**src/rtl/ssb_pkg.sv**
```systemverilog
`timescale 1ns/1ps
package ssb_pkg;

    // Per-slot status bits
    typedef struct packed {
        logic live;    // slot holds a store
        logic spec;    // store not yet committed
        logic a_ok;    // address micro-op has written
        logic d_ok;    // data micro-op has written
    } slot_flags_t;

    typedef enum logic [1:0] {
        KILL_NONE = 2'd0,
        KILL_KEEP = 2'd1,
        KILL_ALL  = 2'd2
    } kill_mode_e;

    // Distance from ring position 'from' forward to 'to' in a power-of-two ring
    function automatic int unsigned ring_dist(input int unsigned from,
                                              input int unsigned to,
                                              input int unsigned depth);
        return (to + depth - from) & (depth - 1);
    endfunction

endpackage

```
**src/rtl/ssb_ptrs.sv**
```systemverilog
`timescale 1ns/1ps
module ssb_ptrs
    import ssb_pkg::*;
#(
    parameter int DEPTH = 8
) (
    input  logic                       clk,
    input  logic                       rst,
    input  logic                       alloc_fire,
    input  logic                       commit_fire,
    input  logic                       drain_fire,
    input  kill_mode_e                 kill_mode,
    input  logic [$clog2(DEPTH)-1:0]   keep_slot,
    output logic [$clog2(DEPTH):0]     head_q,
    output logic [$clog2(DEPTH):0]     cmt_q,
    output logic [$clog2(DEPTH):0]     tail_q,
    output logic [$clog2(DEPTH):0]     kill_cnt,
    output logic                       full,
    output logic                       empty
);
    localparam int IW = $clog2(DEPTH);
    localparam int PW = IW + 1;

    logic [PW-1:0] tail_d;

    assign empty = (tail_q == head_q);
    assign full  = (tail_q[IW-1:0] == head_q[IW-1:0]) && (tail_q[IW] != head_q[IW]);

    // Number of entries, counted from the oldest, that survive an abort
    always_comb begin
        unique case (kill_mode)
            KILL_ALL:  kill_cnt = cmt_q - head_q;
            KILL_KEEP: kill_cnt = PW'(ring_dist(int'(head_q[IW-1:0]), int'(keep_slot), DEPTH) + 1);
            default:   kill_cnt = tail_q - head_q;
        endcase
    end

    always_comb begin
        tail_d = tail_q;
        if (kill_mode != KILL_NONE) tail_d = head_q + kill_cnt;
        else if (alloc_fire)        tail_d = tail_q + PW'(1);
    end

    always_ff @(posedge clk) begin
        if (rst) begin
            head_q <= '0;
            cmt_q  <= '0;
            tail_q <= '0;
        end else begin
            tail_q <= tail_d;
            if (commit_fire) cmt_q  <= cmt_q + PW'(1);
            if (drain_fire)  head_q <= head_q + PW'(1);
        end
    end

    AST_OCCUPANCY_BOUND: assert property (@(posedge clk) disable iff (rst)
        (PW'(tail_q - head_q) <= PW'(DEPTH))) else $error("occupancy exceeds depth");

    AST_COMMIT_INSIDE: assert property (@(posedge clk) disable iff (rst)
        (PW'(cmt_q - head_q) <= PW'(tail_q - head_q))) else $error("commit pointer outside ring");

    AST_KEEP_TAIL: assert property (@(posedge clk) disable iff (rst)
        (kill_mode == KILL_KEEP) |=> (tail_q[IW-1:0] == IW'($past(keep_slot) + 1'b1))) else $error("abort tail wrong");

endmodule

```
**src/rtl/ssb_fwd.sv**
```systemverilog
`timescale 1ns/1ps
module ssb_fwd
    import ssb_pkg::*;
#(
    parameter int DEPTH = 8,
    parameter int AW    = 32,
    parameter int DW    = 32
) (
    input  logic [$clog2(DEPTH)-1:0]   head_idx,
    input  slot_flags_t                flags [DEPTH],
    input  logic [AW-1:0]              addr_arr [DEPTH],
    input  logic [DW-1:0]              data_arr [DEPTH],
    input  logic [AW-1:0]              ld_addr,
    input  logic [$clog2(DEPTH):0]     older_cnt,
    output logic                       ld_ready,
    output logic                       ld_hit,
    output logic [DW-1:0]              ld_data
);
    localparam int IW = $clog2(DEPTH);
    localparam int PW = IW + 1;

    logic          unknown;
    logic          found;
    logic          found_dok;
    logic [DW-1:0] found_data;
    logic [IW-1:0] slot;

    // Walk from oldest to youngest; later matches overwrite earlier ones
    always_comb begin
        unknown    = 1'b0;
        found      = 1'b0;
        found_dok  = 1'b0;
        found_data = '0;
        slot       = '0;
        for (int k = 0; k < DEPTH; k++) begin
            slot = IW'(int'(head_idx) + k);
            if ((PW'(k) < older_cnt) && flags[slot].live) begin
                if (!flags[slot].a_ok) begin
                    unknown = 1'b1;
                end else if (addr_arr[slot] == ld_addr) begin
                    found      = 1'b1;
                    found_dok  = flags[slot].d_ok;
                    found_data = data_arr[slot];
                end
            end
        end
    end

    assign ld_ready = !unknown && !(found && !found_dok);
    assign ld_hit   = ld_ready && found;
    assign ld_data  = ld_hit ? found_data : '0;

endmodule

```
**src/rtl/spec_store_buf.sv**
```systemverilog
`timescale 1ns/1ps
module spec_store_buf
    import ssb_pkg::*;
#(
    parameter int DEPTH = 8,
    parameter int AW    = 32,
    parameter int DW    = 32
) (
    input  logic                       clk,
    input  logic                       rst,
    input  logic                       alloc_req,
    output logic                       alloc_gnt,
    output logic [$clog2(DEPTH)-1:0]   alloc_slot,
    output logic [$clog2(DEPTH):0]     alloc_pos,
    input  logic                       sa_we,
    input  logic [$clog2(DEPTH)-1:0]   sa_slot,
    input  logic [AW-1:0]              sa_addr,
    input  logic                       sd_we,
    input  logic [$clog2(DEPTH)-1:0]   sd_slot,
    input  logic [DW-1:0]              sd_data,
    input  logic                       cmt_req,
    input  logic                       abort_req,
    input  logic                       abort_all,
    input  logic [$clog2(DEPTH)-1:0]   abort_keep,
    output logic                       dc_wr_valid,
    input  logic                       dc_wr_ready,
    output logic [AW-1:0]              dc_wr_addr,
    output logic [DW-1:0]              dc_wr_data,
    input  logic [AW-1:0]              ld_addr,
    input  logic [$clog2(DEPTH):0]     ld_pos,
    output logic                       ld_ready,
    output logic                       ld_hit,
    output logic [DW-1:0]              ld_data
);
    localparam int IW = $clog2(DEPTH);
    localparam int PW = IW + 1;

    initial begin
        if (DEPTH < 2 || (DEPTH & (DEPTH - 1)) != 0)
            $error("DEPTH must be a power of two of at least 2");
    end

    slot_flags_t   flags    [DEPTH];
    logic [AW-1:0] addr_arr [DEPTH];
    logic [DW-1:0] data_arr [DEPTH];

    logic [PW-1:0] head_q, cmt_q, tail_q, kill_cnt;
    logic          full, empty;
    logic          alloc_fire, commit_fire, drain_fire;
    kill_mode_e    kill_mode;
    logic [IW-1:0] head_idx, cmt_idx, tail_idx;

    assign head_idx = head_q[IW-1:0];
    assign cmt_idx  = cmt_q[IW-1:0];
    assign tail_idx = tail_q[IW-1:0];

    assign kill_mode   = !abort_req ? KILL_NONE : (abort_all ? KILL_ALL : KILL_KEEP);
    assign alloc_gnt   = alloc_req && !full && !abort_req;
    assign alloc_fire  = alloc_gnt;
    assign commit_fire = cmt_req && !abort_req && (cmt_q != tail_q)
                         && flags[cmt_idx].a_ok && flags[cmt_idx].d_ok;
    assign dc_wr_valid = (head_q != cmt_q);
    assign drain_fire  = dc_wr_valid && dc_wr_ready;
    assign dc_wr_addr  = addr_arr[head_idx];
    assign dc_wr_data  = data_arr[head_idx];
    assign alloc_slot  = tail_idx;
    assign alloc_pos   = tail_q;

    ssb_ptrs #(.DEPTH(DEPTH)) i_ptrs (
        .clk         (clk),
        .rst         (rst),
        .alloc_fire  (alloc_fire),
        .commit_fire (commit_fire),
        .drain_fire  (drain_fire),
        .kill_mode   (kill_mode),
        .keep_slot   (abort_keep),
        .head_q      (head_q),
        .cmt_q       (cmt_q),
        .tail_q      (tail_q),
        .kill_cnt    (kill_cnt),
        .full        (full),
        .empty       (empty)
    );

    for (genvar i = 0; i < DEPTH; i++) begin : g_slot
        logic [PW-1:0] age;
        logic          writable;
        assign age      = PW'(ring_dist(int'(head_idx), i, DEPTH));
        assign writable = flags[i].live && flags[i].spec;

        always_ff @(posedge clk) begin
            if (rst) begin
                flags[i]    <= '0;
                addr_arr[i] <= '0;
                data_arr[i] <= '0;
            end else begin
                if (alloc_fire && tail_idx == IW'(i)) begin
                    flags[i] <= '{live: 1'b1, spec: 1'b1, a_ok: 1'b0, d_ok: 1'b0};
                end
                if (sa_we && sa_slot == IW'(i) && writable) begin
                    addr_arr[i]   <= sa_addr;
                    flags[i].a_ok <= 1'b1;
                end
                if (sd_we && sd_slot == IW'(i) && writable) begin
                    data_arr[i]   <= sd_data;
                    flags[i].d_ok <= 1'b1;
                end
                if (commit_fire && cmt_idx == IW'(i)) begin
                    flags[i].spec <= 1'b0;
                end
                if (drain_fire && head_idx == IW'(i)) begin
                    flags[i].live <= 1'b0;
                end
                if (kill_mode != KILL_NONE && writable && age >= kill_cnt) begin
                    flags[i].live <= 1'b0;
                end
            end
        end
    end

    ssb_fwd #(.DEPTH(DEPTH), .AW(AW), .DW(DW)) i_fwd (
        .head_idx  (head_idx),
        .flags     (flags),
        .addr_arr  (addr_arr),
        .data_arr  (data_arr),
        .ld_addr   (ld_addr),
        .older_cnt (PW'(ld_pos - head_q)),
        .ld_ready  (ld_ready),
        .ld_hit    (ld_hit),
        .ld_data   (ld_data)
    );

    AST_DRAIN_COMMITTED: assert property (@(posedge clk) disable iff (rst)
        dc_wr_valid |-> (flags[head_idx].live && !flags[head_idx].spec)) else $error("drain of uncommitted entry");

    AST_DRAIN_STEP: assert property (@(posedge clk) disable iff (rst)
        (dc_wr_valid && dc_wr_ready) |=> (head_q == $past(head_q) + PW'(1))) else $error("drain did not advance");

    AST_EMPTY_IDLE: assert property (@(posedge clk) disable iff (rst)
        empty |-> !dc_wr_valid) else $error("drain from empty buffer");

    AST_ABORT_NO_ALLOC: assert property (@(posedge clk) disable iff (rst)
        abort_req |=> (tail_q == $past(head_q) + $past(kill_cnt))) else $error("allocation during abort");

endmodule

```
**config.mk**
```make
export PLATFORM = sky130hd
export DESIGN_NAME = spec_store_buf
export DESIGN_NICKNAME = d
export VERILOG_FILES = /design/src/rtl/ssb_pkg.sv /design/src/rtl/ssb_ptrs.sv /design/src/rtl/ssb_fwd.sv /design/src/rtl/spec_store_buf.sv
export SDC_FILE = /design/constraint.sdc
export NUM_CORES = 2
export LEC_CHECK = 0
export ABC_AREA = 1
export BUFFER_PORTS_ARGS = -buffer_cell sky130_fd_sc_hd__clkbuf_2
export CORE_MARGIN = 3
export CORE_UTILIZATION = 55
export CTS_CLUSTER_SIZE = 12
export DETAILED_ROUTE_END_ITERATION = 12
export PLACE_DENSITY = 0.8
export SLEW_MARGIN = 20
export SYNTH_ARGS = -nofsm -noshare
export SYNTH_HDL_FRONTEND = slang
export SYNTH_SLANG_ARGS = --single-unit
```
**constraint.sdc**
```tcl
create_clock -name clk -period 8.4 [get_ports clk]
set_input_delay 1.68 -clock clk [delete_from_list [all_inputs] [get_ports clk]]
set_output_delay 1.68 -clock clk [all_outputs]
set_load 0.1 [all_outputs]
```
# After elaboration in Yosys (flattened, before gate mapping)
# Cells that the tools add are included.
# totals
reg_bits,556
out_inout_bits,107
elab_cells,495
# op_classes
add_sub_neg,25
n_lt_le_gt_ge,25
eq_ne,49
mux,193
bitwise_logic,9
n_reduce_logical,143
# op_table
cell,n
$mux 32,57
$bmux 32 s3,16
$eq 32x32->1,8
$bmux 4 s3,9
$logic_and 1x1->1,99
$mux 1,80
$mux 4,18
$eq 3x3->1 const B,20
$ge 4x4->1 const B,9
$not 3->4,9
$reduce_bool 2->1,18
$ge 3x4->1,8
$eq 3x2->1 const B,10
$mux 2,12
$reduce_or 3->1,8
$lt 3x4->1 const A,4
$reduce_or 2->1,8
$eq 3x1->1 const B,5
$logic_not 3->1,5
$add 3x3->3 const B,4
$add 4x1->4 const B,3
$sub 3x3->3 const A,4
$sub 4x4->4,3
$lt 1x4->1 const A,2
other kinds (15),25

# Logic depth before layout (Yosys ltp)
# depth
word_depth,35
ltp_mapped,36
depth_no_buf,25

# By module
# Synthesis repeated with hierarchy kept, for this count alone.
# unflattened
cells_unflattened,9032
area_unflattened_um2,50034.2
# by_module_without_submodules
module,instances,cells_each,area_each_um2,seq_area_each_um2
ssb_fwd,1,5516,25090.3,0.0
spec_store_buf,1,3349,23740.3,10890.4
ssb_ptrs,1,167,1203.7,240.2

# Least setup slack after synthesis
# No wires, ideal clock.
# synth_timing
path_kind,register -> output
startpoint,reg i_ptrs.head_q[1]
endpoint,out ld_ready
arrival_ns,6.524
path_slack_ns,0.196
stages_incl_launch_ff,28
cell_sequence,dfxtp_1 -> buf_2 -> inv_2 -> buf_2 -> buf_4 -> buf_2 -> buf_2 -> buf_2 -> clkbuf_1 -> ha_1 -> ha_1 -> clkbuf_1 -> inv_1 -> buf_2 -> buf_1 -> nand3_1 -> nand3_1 -> nand4_1 -> nor2_1 -> nand3_1 -> nor2_1 -> buf_2 -> a21oi_1 -> nand2_1 -> nand2_1 -> nand2_1 -> nand2_1 -> a21boi_0
# synth_between
elab_chain_len,33
elab_cells_between_ends,157
cone_classes,8 x add/sub; 8 x order compare; 8 x eq/ne; 112 x mux; 8 x bitwise; 13 x reduce/logical
# synth_rtl
item,line,source
"start, declared",ssb_ptrs.sv:14,"output logic [$clog2(DEPTH):0] head_q,"
"start signal, assigned",ssb_ptrs.sv:52,if (drain_fire) head_q <= head_q + PW'(1);
"parallel branches: the longest is 32 deep, another holds $add 3x1->3",--,
$logic_and 1x1->1 *,ssb_fwd.sv:49,assign ld_ready = !unknown && !(found && !found_dok);
"end, declared",spec_store_buf.sv:31,"output logic ld_ready,"
# Every way passes the cells marked *. The select of a mux whose other input is x is not followed.

# Worst setup path after layout
# layout_timing
startpoint,reg i_ptrs.head_q[0]
endpoint,out ld_data[28]
# layout_between
elab_chain_len,35
elab_cells_between_ends,207
cone_classes,8 x add/sub; 8 x order compare; 8 x eq/ne; 161 x mux; 8 x bitwise; 14 x reduce/logical
# layout_rtl
item,line,source
"parallel branches: the longest is 34 deep, another holds $add 3x1->3",--,
$mux 32 *,ssb_fwd.sv:51,assign ld_data = ld_hit ? found_data : '0;
"end, declared",spec_store_buf.sv:33,output logic [DW-1:0] ld_data
# Marks and branches as above.

==> load_flow_metrics.sql <==
INSERT INTO impl_metrics (metric_group, metric, value, unit) VALUES
('routing', 'avgRoutedWirePerCell', '21.8', 'um'),
('worst_setup_path', 'crit_type', 'flop to primary output', ''),
('timing', 'timing.final.hold_violations', '0', ''),
('yosys', 'post_synthesis_instance_total', '7996', ''),
('timing', 'finClkSkew', '0.0238', 'ns'),
('yosys', 'synthArstFlopShare', '0', ''),
('timing', 'timing.final.setup_violations', '0', ''),
('yosys', 'synth_top_cell_by_area', 'sky130_fd_sc_hd__dfxtp_1', ''),
('finish', 'n_fill_cell', '7954', ''),
('global_routing', 'grt_start_max_net_pins', '259', ''),
('power', 'vdd.ir_drop.worst', '0.609', 'mV'),
('clock_tree', 'tritoncts_sink_count', '556', ''),
('yosys', 'synth_warnings', '0', ''),
('yosys', 'postSynthRegisterBits', '556', ''),
('routing', 'drt.antenna.violating_nets', '0', ''),
('die', 'top_level_ports', '225', ''),
('global_routing', 'initial_antenna_violation_count', '28', ''),
('clock_tree', 'cts_root_buffer', 'sky130_fd_sc_hd__clkbuf_16', ''),
('yosys', 'ys_seq_area_frac', '0.246', ''),
('routing', 'drtPass1Iterations', '11', ''),
('die', 'initial_core_util', '0.559', ''),
('die', 'coreArea', '0.0809', 'mm^2'),
('finish', 'post-route-util', '0.603', ''),
('global_routing', 'via_count_of_the_first_global_routing_pass', '47755', ''),
('clock_tree', 'worst_setup_hold_path_clk_slew', '0.06', 'ns'),
('clock_tree', 'cts_setup_buffers', '0', ''),
('yosys', 'synthesis.area_per_instance', '5.66', 'um^2'),
('timing', 'max_freq', '126', 'MHz'),
('global_routing', 'groute.usage.overall', '0.430', ''),
('clock_tree', 'cts_buffers', '66', ''),
('run_status', 'status', 'finished with violations', ''),
('worst_setup_path', 'critical_path.endpoint_type', 'primary output', ''),
('yosys', 'ys_top_cells_by_area', 'sky130_fd_sc_hd__dfxtp_1 (25%), sky130_fd_sc_hd__nand2_1 (18%), sky130_fd_sc_hd__o21ai_0 (14%)', ''),
('placement', 'port_buffers', '224', ''),
('placement', 'gp_congestion', '1.14', ''),
('die', 'die_w', '293', 'um'),
('yosys', 'synthesized_area', '0.0452', 'mm^2'),
('finish', 'layout_commonest_cell', 'sky130_fd_sc_hd__nand2_1', ''),
('timing', 'fin_crit_sh', '0.941', ''),
('die', 'floorplan.die.height', '293', 'um'),
('yosys', 'number_of_synthesized_flops_with_an_enable_pin', '0', ''),
('worst_setup_path', 'critPathMaxFanout', '91', ''),
('clock_tree', 'insertion_delay', '0.64', 'ns'),
('routing', 'route.detailed.vias_per_inst', '6.19', ''),
('worst_setup_path', 'worst_path_max_delay_cell', 'sky130_fd_sc_hd__buf_4', ''),
('timing', 'layout_min_cycle_time', '7.91', 'ns'),
('die', 'fp.dieArea', '0.0857', 'mm^2'),
('run_status', 'failed_checks', 'design-rule violations', ''),
('routing', 'first_iter_violations', '7952', ''),
('routing', 'wl', '194', 'mm'),
('worst_setup_path', 'crit_chain', 'buf_4 -> buf_4 -> nand2_1 -> o21ai_0 -> nand2_1 -> nand3_1 -> nand2_1 -> xor2_1 -> nor3_1 -> nand2_1 -> nor2_1 -> inv_1 -> nor2_4 -> a21oi_1 -> nand2_1 -> nand2_1 -> nand2_2 -> nand3_4 -> nor2_1 -> buf_12', ''),
('yosys', 'dominantRegCellSynth', 'sky130_fd_sc_hd__dfxtp_1', ''),
('clock_tree', 'cts_tree', 'built', ''),
('global_routing', 'global_route_wire_length_before_repair', '288', 'mm'),
('worst_setup_path', 'worst_path_largest_cell_delay', '0.68', 'ns'),
('power', 'cellLeakagePower', '0.0206', 'uW'),
('power', 'cellPowerDensity', '387', 'mW/mm^2'),
('run', 'cap_viol_max_count', '0', ''),
('finish', 'fin_nets', '7941', ''),
('worst_setup_path', 'arrival', '6.23', 'ns'),
('placement', 'detailedPlacementHpwl', '130', 'mm'),
('finish', 'layout_common_cells', 'sky130_fd_sc_hd__nand2_1 (2,201), sky130_fd_sc_hd__o21ai_0 (1,301), sky130_fd_sc_hd__nand3_1 (1,060)', ''),
('timing', 'report.final.slew_viol_count', '0', ''),
('timing', 'final_worst_setup_slack', '0.495', 'ns'),
('timing', 'grt_setup_unrepaired', 'no', ''),
('yosys', 'synthDistinctLibCells', '54', ''),
('global_routing', 'grt.overflow.total', '0', ''),
('clock_tree', 'post_cts_hold_buffer_count', '0', ''),
('placement', 'placement.setup.worst_slack', '0.932', 'ns'),
('routing', 'drc', '1', ''),
('worst_setup_path', 'r2r_setup_slack', '3.19', 'ns');
-- worst paths after layout --
kind                          from               end  cells past startpoint
setup / recovery  i_ptrs.head_q[0]       ld_data[28]                     20
hold / removal        addr_arr[36]      addr_arr[36]                      2
setup reg to reg  i_ptrs.head_q[0]  i_ptrs.tail_q[3]                     16
hold reg to reg       addr_arr[36]      addr_arr[36]                      2
-- cell usage after synthesis (all sizes together) (2+ instances only) --
library cell / instances
a221oi: 5
a21oi: 648
and2: 10
a211oi: 22
o22ai: 12
o2111ai: 5
or2: 3
buf: 273
dfxtp: 556
clkbuf: 331
and3: 2
o211ai: 38
o21ai: 1380
nand3b: 3
nor3: 28
nor2: 459
o31ai: 4
o21a: 6
nand2: 2202
xnor2: 12
o41ai: 6
nand4: 20
a22o: 2
inv: 692
fa: 6
o221ai: 2
ha: 49
xor2: 55
o21bai: 3
mux2i: 66
clkinv: 18
nor4: 3
nand3: 1065
-- cells by family after synthesis --
kind of cell               after synthesis  synth area share
AOI/OAI and AO/OA                     2141             0.244
xor gates and xnor gates                67            0.0130
adders and majority gates               55            0.0162
buffers and inverters                 1314             0.118
DFF                                    556             0.246
muxes                                   66            0.0146
and+or+nand+nor                       3797             0.349
-- area by class of cell --
type | count | area [um^2] | share of cell area
Antenna cell | 19 | 47.5 | 0.000974
Clock buffer | 90 | 1860 | 0.0381
Clock inverter | 25 | 368 | 0.00753
Inverter | 710 | 2700 | 0.0553
Multi-Input combinational cell | 6126 | 28900 | 0.592
Sequential cell | 556 | 11100 | 0.228
Tap cell | 1060 | 1330 | 0.0272
Timing Repair Buffer | 308 | 2480 | 0.0508
-- state kept, by name, summed over array words and instances (netlist names) --
signal,count
i_ptrs.tail_q,4
i_ptrs.head_q,4
i_ptrs.cmt_q,4
data_arr,256
addr_arr,256
flags,32
-- where the power goes --
| part | total, uW | internal (uW) | switching, uW |
|---|---|---|---|
| sequential | 2710 | 2660 | 50.0 |
| clock | 3050 | 1750 | 1290 |
| combinational | 13100 | 2980 | 10200 |
-- per-layer routing --
layer,GRT usage,vias to the layer above,wire length (um)
met3,0.144,618,29400
li1,-,25931,-
met2,0.623,3613,78100
met5,0,-,96
met1,0.582,24863,77300
met4,0.184,14,8930
-- critical path: cells and delay by family (launching register included) --
| kind | cells | cell delay, ns |
|---|---|---|
| AOI/OAI and AO/OA | 2 | 0.28 |
| xor gates and xnor gates | 1 | 0.21 |
| DFF | 1 | 0.40 |
| buffers and inverters | 4 | 1.65 |
| and+or+nand+nor | 13 | 2.93 |
-- through the flow --
stage          cell area [um^2]  power, uW  hold WS [ns]
6_report                  48800      18900         0.461
4_1_cts                   48800      18200         0.461
5_1_grt                   48800      19600         0.479
3_5_place_dp              46600      15200         0.452
3_3_place_gp              46600      15100         0.448
2_1_floorplan             45200      11400         0.433
Power figures use the tool's default switching activity.
